`config.mk`:
```
export PLATFORM = sky130hd
export DESIGN_NAME = vcode_ramp
export DESIGN_NICKNAME = d
export VERILOG_FILES = /design/src/rtl/vcode_ramp_pkg.sv /design/src/rtl/vcode_tgt_sel.sv /design/src/rtl/vcode_step_gap.sv /design/src/rtl/vcode_pace.sv /design/src/rtl/vcode_ramp.sv
export SDC_FILE = /design/constraint.sdc
export NUM_CORES = 1
export LEC_CHECK = 0
export ABC_AREA = 1
export BUFFER_PORTS_ARGS = -buffer_cell sky130_fd_sc_hd__buf_2
export CORE_UTILIZATION = 45
export DETAILED_ROUTE_END_ITERATION = 16
export GPL_ROUTABILITY_DRIVEN = 0
export PLACE_DENSITY_LB_ADDON = 0.3
export RECOVER_POWER = 100
export SYNTH_ARGS = -nofsm -noshare
export SYNTH_HDL_FRONTEND = slang
export SYNTH_SLANG_ARGS = --single-unit
export TNS_END_PERCENT = 30
```
`constraint.sdc`:
```
create_clock -name clk -period 11.9 [get_ports clk]
set_input_delay 2.38 -clock clk [delete_from_list [all_inputs] [get_ports clk]]
set_output_delay 2.38 -clock clk [all_outputs]
set_load 0.01 [all_outputs]
```
`src/rtl/vcode_ramp_pkg.sv`:
```
package vcode_ramp_pkg;
  // budget unit: 10 uV
  localparam int RATE_W      = 10;
  localparam int ACC_W       = 14;
  localparam int FINE_LAST   = 31;    // last lower code of a 25 mV step
  localparam int MID_LAST    = 59;    // last lower code of a 50 mV step
  localparam int GAP_FINE    = 2500;
  localparam int GAP_MID     = 5000;
  localparam int GAP_COARSE  = 10000;

  function automatic logic [RATE_W-1:0] rate_of(input logic [2:0] s);
    case (s)
      3'd0:    rate_of = RATE_W'(11);
      3'd1:    rate_of = RATE_W'(22);
      3'd2:    rate_of = RATE_W'(45);
      3'd3:    rate_of = RATE_W'(90);
      3'd4:    rate_of = RATE_W'(180);
      3'd5:    rate_of = RATE_W'(360);
      default: rate_of = RATE_W'(720);
    endcase
  endfunction
endpackage

```
`src/rtl/vcode_tgt_sel.sv`:
```
module vcode_tgt_sel #(
  parameter int CODE_W = 6
) (
  input  logic              hi_sel,
  input  logic [CODE_W-1:0] code_lo,
  input  logic [CODE_W-1:0] code_hi,
  output logic [CODE_W-1:0] tgt
);

  always_comb tgt = hi_sel ? code_hi : code_lo;
endmodule

```
`src/rtl/vcode_step_gap.sv`:
```
module vcode_step_gap
  import vcode_ramp_pkg::*;
#(
  parameter int CODE_W = 6
) (
  input  logic [CODE_W-1:0] code,
  input  logic              up,
  output logic [ACC_W-1:0]  gap
);
  localparam logic [CODE_W-1:0] FINE_TOP = CODE_W'(FINE_LAST);
  localparam logic [CODE_W-1:0] MID_TOP  = CODE_W'(MID_LAST);

  logic [CODE_W-1:0] base;

  // the gap of a step is set by the lower code of the pair
  always_comb begin
    base = up ? code : code - 1'b1;
    if (base <= FINE_TOP)     gap = ACC_W'(GAP_FINE);
    else if (base <= MID_TOP) gap = ACC_W'(GAP_MID);
    else                      gap = ACC_W'(GAP_COARSE);
  end
endmodule

```
`src/rtl/vcode_pace.sv`:
```
module vcode_pace
  import vcode_ramp_pkg::*;
(
  input  logic              clk,
  input  logic              rst,
  input  logic              clear,
  input  logic              tick,
  input  logic [RATE_W-1:0] rate,
  input  logic [ACC_W-1:0]  gap,
  output logic              step
);
  localparam int SUM_W = ACC_W + 1;

  logic [ACC_W-1:0] acc_q;
  logic [SUM_W-1:0] sum;

  always_comb begin
    sum  = {1'b0, acc_q} + SUM_W'(rate);
    step = tick && !clear && (sum >= {1'b0, gap});
  end

  // budget grows per tick, keeps the excess after a step
  always_ff @(posedge clk) begin
    if (rst || clear)   acc_q <= '0;
    else if (step)      acc_q <= ACC_W'(sum - {1'b0, gap});
    else if (tick)      acc_q <= ACC_W'(sum);
  end


  rem_bound_chk: assert property (@(posedge clk) disable iff (rst)
    acc_q < ACC_W'(GAP_COARSE));
endmodule

```
`src/rtl/vcode_ramp.sv`:
```
module vcode_ramp
  import vcode_ramp_pkg::*;
#(
  parameter int CODE_W = 6,
  parameter int SLEW_W = 3
) (
  input  logic              clk,
  input  logic              rst,
  input  logic              ramp_en,
  input  logic              hi_sel,
  input  logic [CODE_W-1:0] code_lo,
  input  logic [CODE_W-1:0] code_hi,
  input  logic [SLEW_W-1:0] slew_sel,
  input  logic              us_tick,
  output logic [CODE_W-1:0] vcode,
  output logic              busy
);
  localparam logic [SLEW_W-1:0] SLEW_IMM = '1;

  logic [CODE_W-1:0] tgt;
  logic [CODE_W-1:0] code_q, code_nx;
  logic              busy_q;
  logic              up, moving, imm, clear, step;
  logic [ACC_W-1:0]  gap;
  logic [RATE_W-1:0] rate;

  vcode_tgt_sel #(.CODE_W(CODE_W)) u_sel (
    .hi_sel (hi_sel),
    .code_lo(code_lo),
    .code_hi(code_hi),
    .tgt    (tgt)
  );

  vcode_step_gap #(.CODE_W(CODE_W)) u_gap (
    .code(code_q),
    .up  (up),
    .gap (gap)
  );

  vcode_pace u_pace (
    .clk  (clk),
    .rst  (rst),
    .clear(clear),
    .tick (us_tick),
    .rate (rate),
    .gap  (gap),
    .step (step)
  );

  always_comb begin
    imm    = (slew_sel == SLEW_IMM);
    up     = (tgt > code_q);
    moving = (code_q != tgt);
    clear  = !ramp_en || imm || !moving;
    rate   = rate_of(3'(slew_sel));
    if (!ramp_en || imm) code_nx = tgt;
    else if (step)       code_nx = up ? code_q + 1'b1 : code_q - 1'b1;
    else                 code_nx = code_q;
  end

  always_ff @(posedge clk) begin
    if (rst) begin
      code_q <= tgt;
      busy_q <= 1'b0;
    end else begin
      code_q <= code_nx;
      busy_q <= ramp_en && !imm && (code_nx != tgt);
    end
  end

  assign vcode = code_q;
  assign busy  = busy_q;


  step_one_chk: assert property (@(posedge clk) disable iff (rst)
    ramp_en && !imm |=> (code_q == $past(code_q)) ||
      (code_q == $past(code_q) + 1'b1) || (code_q == $past(code_q) - 1'b1));


  no_overshoot_chk: assert property (@(posedge clk) disable iff (rst)
    ramp_en && !imm && (code_q < tgt) |=> code_q <= $past(tgt));


  no_tick_hold_chk: assert property (@(posedge clk) disable iff (rst)
    ramp_en && !imm && !us_tick |=> code_q == $past(code_q));


  imm_jump_chk: assert property (@(posedge clk) disable iff (rst)
    ramp_en && imm |=> (code_q == $past(tgt)) && !busy_q);


  off_load_chk: assert property (@(posedge clk) disable iff (rst)
    !ramp_en |=> (code_q == $past(tgt)) && !busy_q);


  busy_clear_chk: assert property (@(posedge clk) disable iff (rst)
    ramp_en && !imm && (code_q == tgt) |=> !busy_q);
endmodule

```
Word level (Yosys, flattened, before mapping)
Index checks and enable logic that the tools add are counted.
W data, S select, Z words.
- flip-flop bits (word level): 21
- input port bits: 20
- output and inout port bits: 7
- word-level logic and storage cells: 43
- $add $sub $neg: 4
- $lt $le $gt $ge: 4
- equal/unequal tests: 8
- muxes and demuxes: 11
- reductions and logical operators: 13
- operators with widths (kind ; count):
    $pmux W10 S6 ; 1
    $mux W14 ; 4
    $mux W6 ; 6
    $add A14 B10 Y15 ; 1
    $ge A15 B14 Y1 ; 1
    $sub A14 B14 Y14 ; 1
    $ne A6 B6 Y1 ; 2
    $eq A3 B3 Y1 const B ; 3
    $add A6 B1 Y6 const B ; 1
    $eq A3 B2 Y1 const B ; 2
    $gt A6 B6 Y1 ; 1
    $le A6 B5 Y1 const B ; 1
    $le A6 B6 Y1 const B ; 1
    $sub A6 B1 Y6 const B ; 1
    $logic_and A1 B1 Y1 ; 4
    $logic_not A1 Y1 ; 4
    $eq A3 B1 Y1 const B ; 1
    $logic_not A3 Y1 ; 1
    $logic_or A1 B1 Y1 ; 3
    $reduce_bool A2 Y1 ; 1

Longest topological paths before layout
Gate-level depths: netlist of run 1.
- depth in word-level cells: 12
- mapped depth: 35
- depth with buffers taken out: 35

Cells and area by module
Synthesis of run 1 repeated with hierarchy kept, for this count alone.
- cell total of the unflattened synthesis: 611
- area, all modules: 3533.4 µm²
- modules (own cells, without submodules) (module ; times used ; cells each ; area each (µm²) ; seq. area each (µm²)):
    vcode_pace ; 1 ; 395 ; 2356.0 ; 280.3
    vcode_ramp ; 1 ; 154 ; 882.1 ; 140.1
    vcode_step_gap ; 1 ; 43 ; 224.0 ; 0.0
    vcode_tgt_sel ; 1 ; 19 ; 71.3 ; 0.0

Worst setup path before layout of run 1
No wires, ideal clock.
- path type: input-to-reg
- start: in hi_sel
- end: reg busy_q, in the netlist busy
- setup time: 0.112 ns
- arrival: 5.863 ns
- data required time: 11.788 ns
- slack: 5.925 ns
- stages: 33
- buffers on the path: 2
- cells stage by stage: clkbuf_1 -> mux2_2 -> ha_1 -> nand2_1 -> nand2_1 -> nand2_1 -> nand3_2 -> nand2_4 -> inv_1 -> a21oi_1 -> o21ai_0 -> nand4_1 -> nor2_1 -> nor2_1 -> inv_1 -> ha_1 -> nand2_1 -> inv_1 -> nand2_1 -> nand2_1 -> nor2_1 -> nor2_2 -> nand2_2 -> nand3_4 -> nand2_4 -> buf_6 -> nand2_1 -> nand3_1 -> nand2_1 -> nor2_1 -> nand3_1 -> nor2_1 -> nor2_1
- word-level cells in the longest chain between the ends: 12
- elaborated cells on any way between the ends: 19
- those cells by class: order compare (4); eq/ne (2); mux (7); reduce/logical (6)
- RTL lines (what ; line ; source):
    from (decl) ; vcode_ramp.sv:10 ; input logic hi_sel,
    $mux W6 * ; vcode_tgt_sel.sv:10 ; always_comb tgt = hi_sel ? code_hi : code_lo;
    $gt A6 B6 Y1 ; vcode_ramp.sv:52 ; up = (tgt > code_q);
    $mux W6 ; vcode_step_gap.sv:17 ; base = up ? code : code - 1'b1;
    $le A6 B6 Y1 ; vcode_step_gap.sv:19 ; else if (base <= MID_TOP) gap = ACC_W'(GAP_MID);
    $mux W14 ; vcode_step_gap.sv:19 ;
    $mux W14 ; vcode_step_gap.sv:18 ; if (base <= FINE_TOP) gap = ACC_W'(GAP_FINE);
    $ge A15 B14 Y1 ; vcode_pace.sv:19 ; step = tick && !clear && (sum >= {1'b0, gap});
    $logic_and A1 B1 Y1 ; vcode_pace.sv:19 ;
    $mux W6 ; vcode_ramp.sv:57 ; else if (step) code_nx = up ? code_q + 1'b1 : code_q - 1'b1;
    $mux W6 ; vcode_ramp.sv:56 ; if (!ramp_en || imm) code_nx = tgt;
    $ne A6 B6 Y1 * ; vcode_ramp.sv:67 ; busy_q <= ramp_en && !imm && (code_nx != tgt);
    $logic_and A1 B1 Y1 * ; vcode_ramp.sv:67 ;
    to (signal assigned) ; vcode_ramp.sv:67 ;
    to (decl) ; vcode_ramp.sv:22 ; logic busy_q;
Every way passes the cells marked *; elsewhere a longest branch is shown, timed or not.
A chain may end at the register's enable or synchronous reset.

Worst setup path after layout of run 1
- start: in hi_sel
- end: reg u_pace.acc_q[4]
- word-level cells in the longest chain between the ends: 9
- elaborated cells on any way between the ends: 18
- those cells by class: add/sub (1); order compare (4); eq/ne (1); mux (5); reduce/logical (7)
- RTL lines (what ; line ; source):
    $mux W6 * ; vcode_tgt_sel.sv:10 ;
    $gt A6 B6 Y1 ; vcode_ramp.sv:52 ;
    $mux W6 ; vcode_step_gap.sv:17 ;
    $le A6 B6 Y1 ; vcode_step_gap.sv:19 ;
    $mux W14 ; vcode_step_gap.sv:19 ;
    $mux W14 ; vcode_step_gap.sv:18 ;
    $ge A15 B14 Y1 ; vcode_pace.sv:19 ;
    $logic_and A1 B1 Y1 ; vcode_pace.sv:19 ;
    $mux W14 or $reduce_bool A2 Y1 (tied branches) ; n/a ;
    to (signal assigned) ; vcode_pace.sv:25 ; else if (step) acc_q <= ACC_W'(sum - {1'b0, gap});
    to (signal assigned) ; vcode_pace.sv:26 ; else if (tick) acc_q <= ACC_W'(sum);
    to (decl) ; vcode_pace.sv:14 ; logic [ACC_W-1:0] acc_q;
Marks and branches as above.

==> results of run 1 <==
layout make-up:
type,count,area (µm²)
Clock buffer,4,45.0
Sequential cell,21,420
Timing Repair Buffer,26,120
Tap cell,75,93.8
Multi-Input combinational cell,359,2030
Fill cell,660,3020
Inverter,89,335
power groups by stage:
stage	Sequential (µW)	Clock (µW)	Combinational (µW)
floorplan	81.1	0	143
global placement	82.8	0	176
detailed placement	82.7	0	177
CTS	81.1	51.4	178
global route	81.9	54.3	199
finish	81.1	50.3	174
per-stage QoR:
step | utilization (%) | area, µm² | hold slack (ps) | instances
floorplan | - | 2880 | 445 | 477
global route | 50.2 | 3040 | 522 | 574
CTS | 51.1 | 3100 | 474 | 574
finish | 50.2 | 3040 | 475 | 574
global placement | 50.4 | 3050 | 456 | 570
detailed placement | 50.4 | 3050 | 461 | 570
flip-flops by register name, indices dropped and copies added, names as in the netlist:
name	count
vcode	6
busy	1
u_pace.acc_q	14
synthesized netlist by cell type (2+ instances only):
library cell,count
nand2_4,4
xnor2_1,8
a21o_1,2
inv_1,86
nand2_2,8
nand4_1,12
o21ai_0,26
clkbuf_1,4
a31oi_1,2
nand2_1,122
nor2_2,3
xor2_1,15
fa_1,2
nor2_1,41
nand3_2,3
or2_2,2
o21bai_1,2
a21oi_1,24
ha_1,26
buf_6,3
dfxtp_1,21
o22ai_1,2
nor3_1,4
nand3_1,31
routing by layer:
metal,up-vias,GRT usage [%],wire (µm)
li1,1564,-,-
met1,1338,27.5,3280
met2,79,43.1,3480
met3,9,1.89,297
met4,0,6.32,84
met5,-,0,0
worst min-delay path: cells and delay by family, from the launching register on:
kind               cells  cell delay, ps
AOI/OAI and AO/OA      1              50
DFF                    1             320
and+or+nand+nor        1              60
path summary, 6_finish.rpt:
path | cells after the start | endpoint | slack (ps) | startpoint
setup / recovery | 30 | u_pace.acc_q[4] | 4320 | hi_sel
hold / removal | 2 | u_pace.acc_q[0] | 480 | u_pace.acc_q[0]
hold reg to reg | 2 | u_pace.acc_q[0] | 480 | u_pace.acc_q[0]
setup reg to reg | 27 | u_pace.acc_q[4] | 6540 | vcode[3]
cell families after synthesis:
family	count (synthesis)	synth area share (%)
and+or+nand+nor	236	37.4
adders and majority gates	28	12.7
buffers and inverters	97	13.5
xor gates and xnor gates	23	6.99
muxes	2	0.738
AOI/OAI and AO/OA	70	14.1
DFF	21	14.6
==> results.md, run 1 <==
Outcome:
- The flow ran to the end, and the final reports show no timing, DRC or antenna violations.

Clock tree:
- CTS saw 21 sinks.
- The root buffer cell is clkbuf_8.
- The total number of H-tree levels is 1.
- TritonCTS built the clock tree.
- Post-CTS timing repair inserted 0 buffers for setup.
- After clock tree synthesis, the clock-pin slew on the worst setup and hold paths is 80 ps.
- TritonCTS created 3 clock buffers.
- The clock latency of the later-clocked register in the worst-skew pair is 270 ps.
- The deepest clock path buffer count is 2.
- In this run, post-CTS hold repair placed 0 buffers.
- After clock tree synthesis, the repair step resized 0 gates.

Timing:
- The setup skew after layout is 1.99 ps.
- The shortest clock period the worst path allows after layout is 7580 ps.
- The total of endpoints with negative setup slack in the final report is 0.
- Setup repair after global routing left no endpoint under its margin.
- The final max-slew violation count came to 0.
- The maximum operating frequency is 132 MHz.
- The remaining max-slew budget at the tightest pin is 46.7%.
- After layout, the worst path uses 63.7% of the clock period.
- The slew at the pin closest to its max-slew limit is 798 ps.
- After routing, the total negative slack on setup checks comes to 0 ps.
- After layout, the worst setup slack is 4320 ps.
- The hold violation count in the final report is 0.

Detailed routing:
- The detailed router finished its first iteration with 142 violations.
- The vias after detailed routing is 2990.
- For this run, the detailed router's first-pass iteration total came to 5.
- The post-detailed-route wirelength per cell is 12.4 µm.
- In the routed design, unresolved DRC markers number 0.
- The routed design has 7.13 mm of wire.
- The remaining antenna violation count is 0.
- Using the TritonRoute via totals, the vias-per-cell ratio works out to 5.21.

Critical path:
- The cell that appears most often on the critical path is nand2_1.
- The required time of the critical path is 12120 ps.
- At the worst endpoint, the arrival time is 7800 ps.
- The cell at the slowest stage of the critical path is nand2_1.
- For this run, the slowest stage of the critical path takes 700 ps.
- In this run the worst path has a maximum fanout of 25.
- The critical path is of the in -> reg type.
- The kind of launch point of the worst setup path is an input pin.
- STA classifies the critical path endpoint as a register.
- The family with the most delay on the worst path is simple AND/OR/NAND/NOR gates.
- The critical path contains buffers and inverters numbering 6 combined.

Power:
- The net switching fraction of the power is 47.3%.
- For this design the ratio of total power to cell area is 101 nW/µm².
- Summed over all nets, the switching power comes to 145 µW.
- The fraction of power consumed by combinational cells is 57.0%.
- The analysis attributes to cell leakage a power of 0.00171 µW.
- In this run, the clock network consumes 16.5% of the power.
- Across the VDD grid, the largest voltage drop is 0.0551 mV.
- Summing internal, switching and leakage power gives 306 µW.
- The internal power of the cells totals 161 µW.
- The portion of total power attributed to sequential cells is 26.5%.

Yosys:
- The share of the synthesized area in the top cell type is 15.9%.
- The count of flip-flops with a built-in enable after synthesis is 0.
- Synthesis inferred 21 register bits.
- After synthesis, the mean cell area works out to 6.05 µm².
- For this run, asynchronously set or reset flops after synthesis account for 0%.
- For this run, the leading register cell type out of synthesis is dfxtp_1.
- The post-synthesis cell type with the largest combined area is nand2_1.
- The instance count of the mapped netlist is 477.
- The number of nets in the synthesized netlist is 525.
- The cell area that synthesis handed to floorplanning was 2880 µm².
- The count of unique library cells instantiated by Yosys is 48.
- In the post-synthesis netlist, the biggest area contributors are nand2_1, dfxtp_1, ha_1.
- The number of synthesis warnings is 0.
- The share of synthesized area occupied by flip-flops and latches is 14.6%.

Die:
- The core area is 6060 µm².
- The floorplan step set the die height to 82.1 µm.
- The die covers 6730 µm².
- The starting utilization of the core area is 47.6%.
- For this design the top-level I/O count stands at 27.
- Measured along the x axis, the die boundary spans 82.1 µm.
- The number of placement rows is 28.

Cells and area:
- Compared with the post-synthesis result, the final layout area differs by 5.42%.
- The repair_antennas step left the layout with diodes totalling 0.
- The post-route netlist has 8.42% of its cells at a drive strength greater than 1.
- In the final design database the tool counted 548 nets.
- The most common cell after layout, fill and taps aside is nand2_1.
- The top cell types in the final layout, fill and taps aside, are nand2_1, inv_1, nor2_1.

Run:
- The total of max-cap violations is 0.

Global routing:
- The final global-route overflow total is 0.
- Entering global routing, the biggest net connects 26 pins.
- The number of global-route vias before repair came to 2679.
- The aggregate global-route resource usage is 23.0%.
- The global-route wire length before repair is 11.9 mm.
- The number of antenna violations at the first check in global routing is 0.

Worst hold path:
- The worst min-delay path category is reg -> reg.

Placement:
- OpenSTA, run right after detailed placement, puts the worst setup slack at 5350 ps.
- The placed wire-length estimate after detailed placement is 5.83 mm.
- The quantity of I/O buffers inserted on ports is 26.
No activity file was read; power rests on OpenSTA's default activity.
==> run 2, diff against run 1 <==
ABC_AREA = 0   (was 1)
clock period = 6.11 ns   (was 11.9 ns; I/O delays follow)
==> run 2 against run 1 <==
- worst setup slack worse by 4000 ps
- clock skew up 0.78 ps
- clock power up 94%
- flip-flop and latch count is the same
- global-route usage shrank 0.36 points
- first-iteration DRC count decreased by 13%
- area after synthesis decreased by 4.6%
- worst hold slack got worse by 5.6 ps
- synthesized cell count down 26%
- critical path depth decreased by 6
- routed wire length shrank 3.9%
- utilization rose by 2.1 points
- highest routed layer unchanged
==> results.md, run 2 <==
Outcome:
- The flow ran to the end, and the final reports show no timing, DRC or antenna violations.

Placement:
- The instance area after placement is 3020 µm².
- The quantity of I/O buffers inserted on ports is 26.
- The placed wire-length estimate after detailed placement is 5.50 mm.
- After detailed placement, the design holds a cell count of 457.

Clock tree:
- The root buffer cell is clkbuf_8.
- TritonCTS built the clock tree.
- Clock-pin slew was measured on the worst setup and hold paths at 90 ps.
- In this run the deepest clock path goes through 2 buffers.
- In this run the number of H-tree levels came out at 1.
- Clock tree synthesis inserted a total of 3 buffers.
- The tree built by TritonCTS fans out to 21 sinks.
- The clock latency of the later-clocked register in the worst-skew pair is 270 ps.
- The quantity of hold-fixing buffers added after cts is 0.

Die:
- The area of the die is 6430 µm².
- The total area inside the core boundary comes to 5920 µm².
- The overall die width is 80.2 µm.
- In this run the core area contains 28 standard-cell rows.
- The starting utilization of the core area is 46.4%.
- Measured along the y axis, the die boundary spans 80.2 µm.
- The number of top-level design ports is 27.

Timing:
- At the pin with the least slew margin, the transition time is 1030 ps.
- The maximum operating frequency is 172 MHz.
- The final max-slew violation count is 0.
- The setup skew after layout is 2.77 ps.
- Setup repair after global routing left no endpoint under its margin.
- The worst path needs 5810 ps of the cycle, external delays included.
- The ratio of final minimum period to clock period is 95.0%.
- Setup violations remaining at the end of the flow were counted as 0.
- The remaining max-slew budget at the tightest pin is 31.1%.
- The hold violation count in the final report is 0.

Critical path:
- The critical path start-end classification is in -> reg.
- The worst-case register-to-register setup slack is 1090 ps.
- The kind of end point of the critical path is a register.
- The required time of the critical path is 6270 ps.
- The worst setup path is launched from an input pin.
- The maximum fanout along the worst path is 6.
- The data arrival time of the worst path is 5960 ps.

Detailed routing:
- The first TritonRoute pass finished after 4 iterations.
- The remaining antenna violation count is 0.
- The count of routing violations after the opening detailed-route iteration is 124.
- Wires add up to 6.85 mm.
- Using the TritonRoute via totals, the vias-per-cell ratio works out to 5.63.
- After detailed routing, the average wire length per cell comes to 14.8 µm.
- After detailed routing, the number of remaining DRC violations is 0.
- The routed layout has 2602 vias.

Yosys:
- The synthesis-stage register bit count is 21.
- Yosys attributes the largest share of cell area to dfxtp_1, ha_1, xnor2_1.
- Ranked by instance count, the synthesized netlist is headed by nor2_1, inv_1, ha_1.
- The instance count of the mapped netlist is 353.
- The share of synthesized area occupied by flip-flops and latches is 15.3%.
- The leading cell type by number of instances after synthesis is nor2_1.
- The average size of a mapped cell is 7.79 µm².
- The synthesized design spends more area on one cell type than any other, namely dfxtp_1.
- Yosys printed 0 warnings.
- The mapped netlist covers 2750 µm².
- After synthesis, the share of flip-flops with an asynchronous set or reset is 0%.
- The count of flip-flops with a built-in enable after synthesis is 0.
- The most frequently used flop master after synthesis is dfxtp_1.
- The share of the synthesized area in the top cell type is 15.3%.
- The number of nets produced by synthesis is 401.
- The netlist uses 65 different library cells.

Power:
- IR analysis of the VDD net gives a maximum drop of 0.107 mV.
- The ratio of total power to cell area is 182 nW/µm².
- The static leakage is 0.00137 µW.

Cells and area:
- After routing the design area is 3100 µm².
- Relative to the synthesized area, the layout overhead comes to 12.6%.
- The top cell types in the final layout, fill and taps aside, are nor2_1, inv_1, ha_1.
- The number of cells in the finished layout apart from fillers is 462.
- The most common cell after layout, fill and taps aside is nor2_1.
- In the final layout, the share of cells above drive strength 1 is 15.2%.
- The register containing the most flip-flops in the final layout is u_pace.acc_q.
- The layout has 565 filler cells.
- The register with the most flip-flops in the layout has 14 of them.
- The repair_antennas step left the layout with diodes totalling 0.
- The number of nets in the layout is 436.

Global routing:
- The pin count of the biggest net entering global routing is 21.
- The fraction of met2 tracks used by global routing is 39.1%.
- For this run, the total global-route usage over all layers was measured as 22.6%.
- The global-route met1 utilization is 28.7%.
- The number of global-route vias before repair was 2532.
- The first global-routing pass estimated 11.5 mm of wire.
- The final global-route overflow total is 0.
- Global routing used 2.16% of the available met3 tracks.
- The most heavily used metal layer in global routing is met2.
- The number of antenna violations at the first check in global routing was 0.

Worst hold path:
- The worst min-delay path category is reg -> reg.

Run:
- The total of max-cap violations is 0.
[run 2: cell type report]
| type | instances | area [µm²] | share of cell area [%] |
|---|---|---|---|
| Multi-Input combinational cell | 288 | 2170 | 69.9 |
| Sequential cell | 21 | 420 | 13.6 |
| Timing Repair Buffer | 44 | 258 | 8.32 |
| Inverter | 30 | 113 | 3.64 |
| Tap cell | 75 | 93.8 | 3.03 |
| Clock buffer | 3 | 41.3 | 1.33 |
| Clock inverter | 1 | 5.00 | 0.162 |
[run 2: path summary, 6_finish.rpt]
kind                    from         endpoint  depth (start not counted)
max                   hi_sel             busy                         24
min reg2reg  u_pace.acc_q[4]  u_pace.acc_q[4]                          2
min          u_pace.acc_q[4]  u_pace.acc_q[4]                          2
max reg2reg         vcode[2]             busy                         23
[run 2: timing repair]
action	in CTS	in global routing
setup endpoints to repair	0	15
gates resized for setup	0	9
buffers inserted	0	1
[run 2: cell families (layout without fill, tap and decap cells)]
group	Yosys count	after routing	share of synthesized area, %
adder cells (fa/ha/maj)	29	29	13.6
XOR/XNOR	33	33	11.0
buffers and inverters	44	78	7.23
AND/OR/NAND/NOR	114	114	21.0
flip-flops	21	21	15.3
multiplexers	15	15	5.55
AO/OA/AOI/OAI	97	97	26.3
[run 2: stage by stage]
stage / TNS [ps] / total power, µW / hold WS (ps) / utilization (%) / setup slack (ps)
final: 0 / 564 / 470 / 52.3 / 304
after global routing: 0 / 609 / 492 / 52.3 / 22.2
after CTS: 0 / 556 / 470 / 51.7 / 213
after detailed placement: -61.5 / 455 / 458 / 50.9 / -61.5
after global placement: 0 / 451 / 449 / 50.9 / 73.8
after floorplan: 0 / 382 / 436 / - / 8.37
[run 2: where the power goes]
part / switching [µW] / total (µW) / internal (µW)
combinational: 173 / 309 / 136
sequential: 12.0 / 158 / 146
clock: 52.1 / 97.8 / 45.6
total: 237 / 564 / 327
[run 2: critical path, cell delays in order]
cell,delay [ps]
clkbuf_4,200
mux2_2,390
ha_1,320
and4_4,160
o21a_1,120
o31ai_4,250
buf_4,160
nand2_1,80
a211oi_1,230
a21o_1,130
nand2_1,70
ha_1,360
nand2_1,80
nand2_1,50
nor2_1,160
o22ai_1,120
a31oi_1,190
nand2_1,130
a31oi_4,210
a211oi_1,90
or3_4,420
or4_1,530
a31oi_1,180
a31oi_1,90
[run 2: metal layers]
metal,part of all wire (%),wire (µm)
met5,0,0
met4,2.8,189
met3,3.2,219
met2,47,3210
met1,47,3230
==> run 3, diff against run 2 <==
CORE_UTILIZATION = 40   (was 45)
SYNTH_HIERARCHICAL = 1   (was unset)
==> run 3 against run 2 <==
- combinational power increased by 53%
- utilization fell by 5.1 points
- via count is 21% higher
- non-clock buffer count unchanged
- flip-flop and latch count did not move
- critical path type unchanged
- largest cell class unchanged
- highest routed layer unchanged
==> results.md, run 3 <==
Power:
- The static leakage is 0.00159 µW.
- The worst IR drop on VDD is 0.118 mV.
- The ratio of total power to cell area is 200 nW/µm².

Clock tree:
- The TritonCTS clock tree is yes.
- The clock-pin transition on the worst setup and hold timing paths is 100 ps.
- The clock latency of the later-clocked register in the worst-skew pair is 270 ps.
- The clock passes through at most 2 buffers.
- The clock net in this run drives a total of 21 sinks.
- In this run, CTS created clock tree buffers numbering 3.
- The root buffer cell is clkbuf_8.
- In this run the number of H-tree levels came out at 1.
- The quantity of hold-fixing buffers added after cts is 0.

Yosys:
- The count of flip-flops with a built-in enable after synthesis is 0.
- Sorting the synthesized cells by area gives the leading types as ha_1, dfxtp_1, a21oi_1.
- For this run, the number of Yosys warnings is 6.
- In this run the biggest area consumer among cell types represents 13.5% of the synthesized area.
- After synthesis, the share of cell area in mux cells is 7.00%.
- The synthesized netlist devotes 8.08% of its cell area to XOR and XNOR gates.
- The count of unique library cells instantiated by Yosys is 74.
- The fraction of the mapped netlist area in compound gates is 28.0%.
- After synthesis, the largest family of logic cells by area is compound AO/OA/AOI/OAI gates.
- By count the netlist is led by a21oi_1, inv_1, ha_1.
- Synthesis handed over a netlist of 422 instances.
- The post-synth design cell area is 3250 µm².
- Of the total synthesized cell area, the portion taken by AND, OR, NAND and NOR gates is 20.4%.
- The synthesis-stage register bit count is 21.
- Among all flip-flop cells after synthesis, the most frequent one is dfxtp_1.
- The share of synthesized area occupied by flip-flops and latches is 12.9%.
- Averaged over all synthesized cells, the footprint is 7.71 µm².
- The post-synthesis cell type with the largest combined area is ha_1.
- The post-synthesis async set-or-reset flop share is 0%.
- The adder-cell area share of the yosys netlist is 15.3%.

Cells and area:
- The diode insertion count for antenna repair is 0.
- The library cell used most frequently in the layout, excluding fill and tap cells, is a21oi_1.
- The net count of the finished layout is 511.
- The register with the most flip-flops in the layout has 14 of them.
- The share of the core filled with cells is 47.2%.
- Of the cells placed in the final design, the portion with a size suffix greater than 1 is 18.4%.
- The library cells used most frequently in the layout, excluding fill and tap cells, are a21oi_1, inv_1, nand2_1.
- Ranked by flip-flop count, first place goes to u_pace/acc_q.
- The area overhead of the layout relative to synthesis is 13.3%.
- The filler cells instantiated in the layout total 822.
- The final design area excluding fillers is 3680 µm².

Die:
- The area of the die is 8490 µm².
- The total area inside the core boundary comes to 7810 µm².
- In this run the vertical extent of the chip is 92.2 µm.
- For this configuration, the core starts out at a cell density of 41.7%.
- The number of placement rows is 32.
- 27 I/O pins were placed.
- The die is 92.2 µm wide.

Critical path:
- The endpoint identified for the worst register-to-register timing path is busy.
- Measured in cells, the most critical reg-to-reg path has a length of 23.
- Along the worst path, the maximum fanout reaches 6.
- STA classifies the critical path startpoint as an input pin.
- The required time of the critical path is 6310 ps.
- The startpoint identified for the worst register-to-register timing path is vcode[5].
- The worst setup path is of the in -> reg kind.
- The endpoint of the most critical setup path is busy.
- For the worst setup path, the data arrival time is 6140 ps.
- In this run the worst setup path begins at hi_sel.
- In this run the register-to-register setup slack is 900 ps.
- The kind of end point of the critical path is a register.

Timing:
- The total of endpoints with negative setup slack in the final report is 0.
- The hold violation count in the final report is 0.
- Timing would allow up to 168 MHz.
- The routed design could run at a clock period as short as 5940 ps.
- The final max-slew violation count is 0.
- For the final database, setup skew stands at 7.35 ps.
- The worst path uses 97.3% of the clock period.
- The slew at the pin closest to its max-slew limit is 1100 ps.
- The remaining max-slew budget at the tightest pin is 26.8%.

Worst hold path:
- The worst hold path was traced through 2 stages.
- The worst min-delay path category is reg -> reg.

Global routing:
- The final global-route overflow total is 0.
- Entering global routing, the biggest net connects 22 pins.
- The global-route wire length before repair is 14.1 mm.
- The number of antenna violations at the first check in global routing is 0.
- The number of global-route vias before repair is 3005.
- The aggregate global-route resource usage is 20.6%.

Placement:
- Once placement finished, the instance area stood at 3590 µm².
- The quantity of I/O buffers inserted on ports is 26.
- The placed wire-length estimate after detailed placement is 6.76 mm.

Detailed routing:
- The final route contains 3152 vias.
- The number of remaining DRC errors is 0.
- The count of routing violations after the opening detailed-route iteration is 125.
- The final wirelength is 8.49 mm.
- In this run the remaining antenna-violating nets after routing total 0.
- Using the TritonRoute via totals, the vias-per-cell ratio works out to 5.69.
- The first detailed-routing pass took 4 iterations.
- The post-detailed-route wirelength per cell is 15.3 µm.

Run:
- The total of max-cap violations is 0.

Outcome:
- The run finished with clean final reports.
run 3: logic make-up (layout without fill, tap and decap cells):
group	Yosys count	in the layout
DFF	21	21
other	2	4
and+or+nand+nor	125	125
AOI/OAI and AO/OA	131	131
buffers and inverters	56	84
adders and majority gates	38	38
muxes	19	19
xor gates and xnor gates	30	30
run 3: cell type report:
class | instances | area (µm²) | share of cell area, %
Tap cell | 102 | 128 | 3.46
Clock buffer | 3 | 41.3 | 1.12
Multi-Input combinational cell | 347 | 2700 | 73.3
Inverter | 36 | 135 | 3.67
Timing Repair Buffer | 44 | 255 | 6.93
Sequential cell | 21 | 420 | 11.4
Clock inverter | 1 | 5.00 | 0.136
run 3: worst max-delay path: stages:
cell and delay (ps):
buf_4 150, mux2_4 330, ha_1 310, a21oi_1 170, a21boi_2 130, o31ai_4 250
inv_2 120, nor2b_4 130, xnor2_1 100, o31ai_2 390, inv_1 140, ha_4 310
nand2_1 80, o21ai_4 180, o2111ai_1 160, a31o_2 260, a21o_2 210, nor2_4 180
nor2b_4 170, o2111ai_1 120, nor4_2 300, nor4_2 110, or4_1 520, o211ai_1 90
run 3: what timing repair did:
item                       CTS  global route
gates resized for setup      0            12
hold endpoints to repair     0             0
setup endpoints to repair    0             1
buffers inserted             0             3
run 3: through the flow:
| step | setup slack, ps | TNS (ps) | power, µW | hold slack (ps) | cells |
|---|---|---|---|---|---|
| final | 165 | 0 | 738 | 528 | 554 |
| after global routing | -92.6 | -92.6 | 797 | 537 | 554 |
| after CTS | 173 | 0 | 722 | 515 | 551 |
| after detailed placement | -84.5 | -84.5 | 619 | 502 | 547 |
| after global placement | 25.8 | 0 | 611 | 480 | 547 |
| after floorplan | 2.38 | 0 | 519 | 442 | 424 |
run 3: how the worst min path moves through the flow:
stage	slack (ps)	endpoint	from
5_1_grt	540	u_pace/acc_q[2]	u_pace/acc_q[2]
3_3_place_gp	480	u_pace/acc_q[2]	u_pace/acc_q[2]
2_1_floorplan	440	u_pace/acc_q[2]	u_pace/acc_q[2]
4_1_cts	520	u_pace/acc_q[2]	u_pace/acc_q[2]
3_5_place_dp	500	u_pace/acc_q[2]	u_pace/acc_q[2]
6_report	530	u_pace/acc_q[2]	u_pace/acc_q[2]
run 3: routing by layer:
layer	vias to the layer above	wire, µm	global-route usage [%]
li1	1583	-	-
met3	12	259	2.40
met2	58	4210	37.9
met5	-	0	0
met4	0	148	5.99
met1	1499	3870	25.0
run 3: where the power goes:
part / internal (µW) / leakage [µW] / total, µW / switching (µW)
clock network: 45.7 / 0.0000255 / 102 / 55.9
logic: 210 / 0.00139 / 473 / 263
registers: 147 / 0.000173 / 164 / 17.0
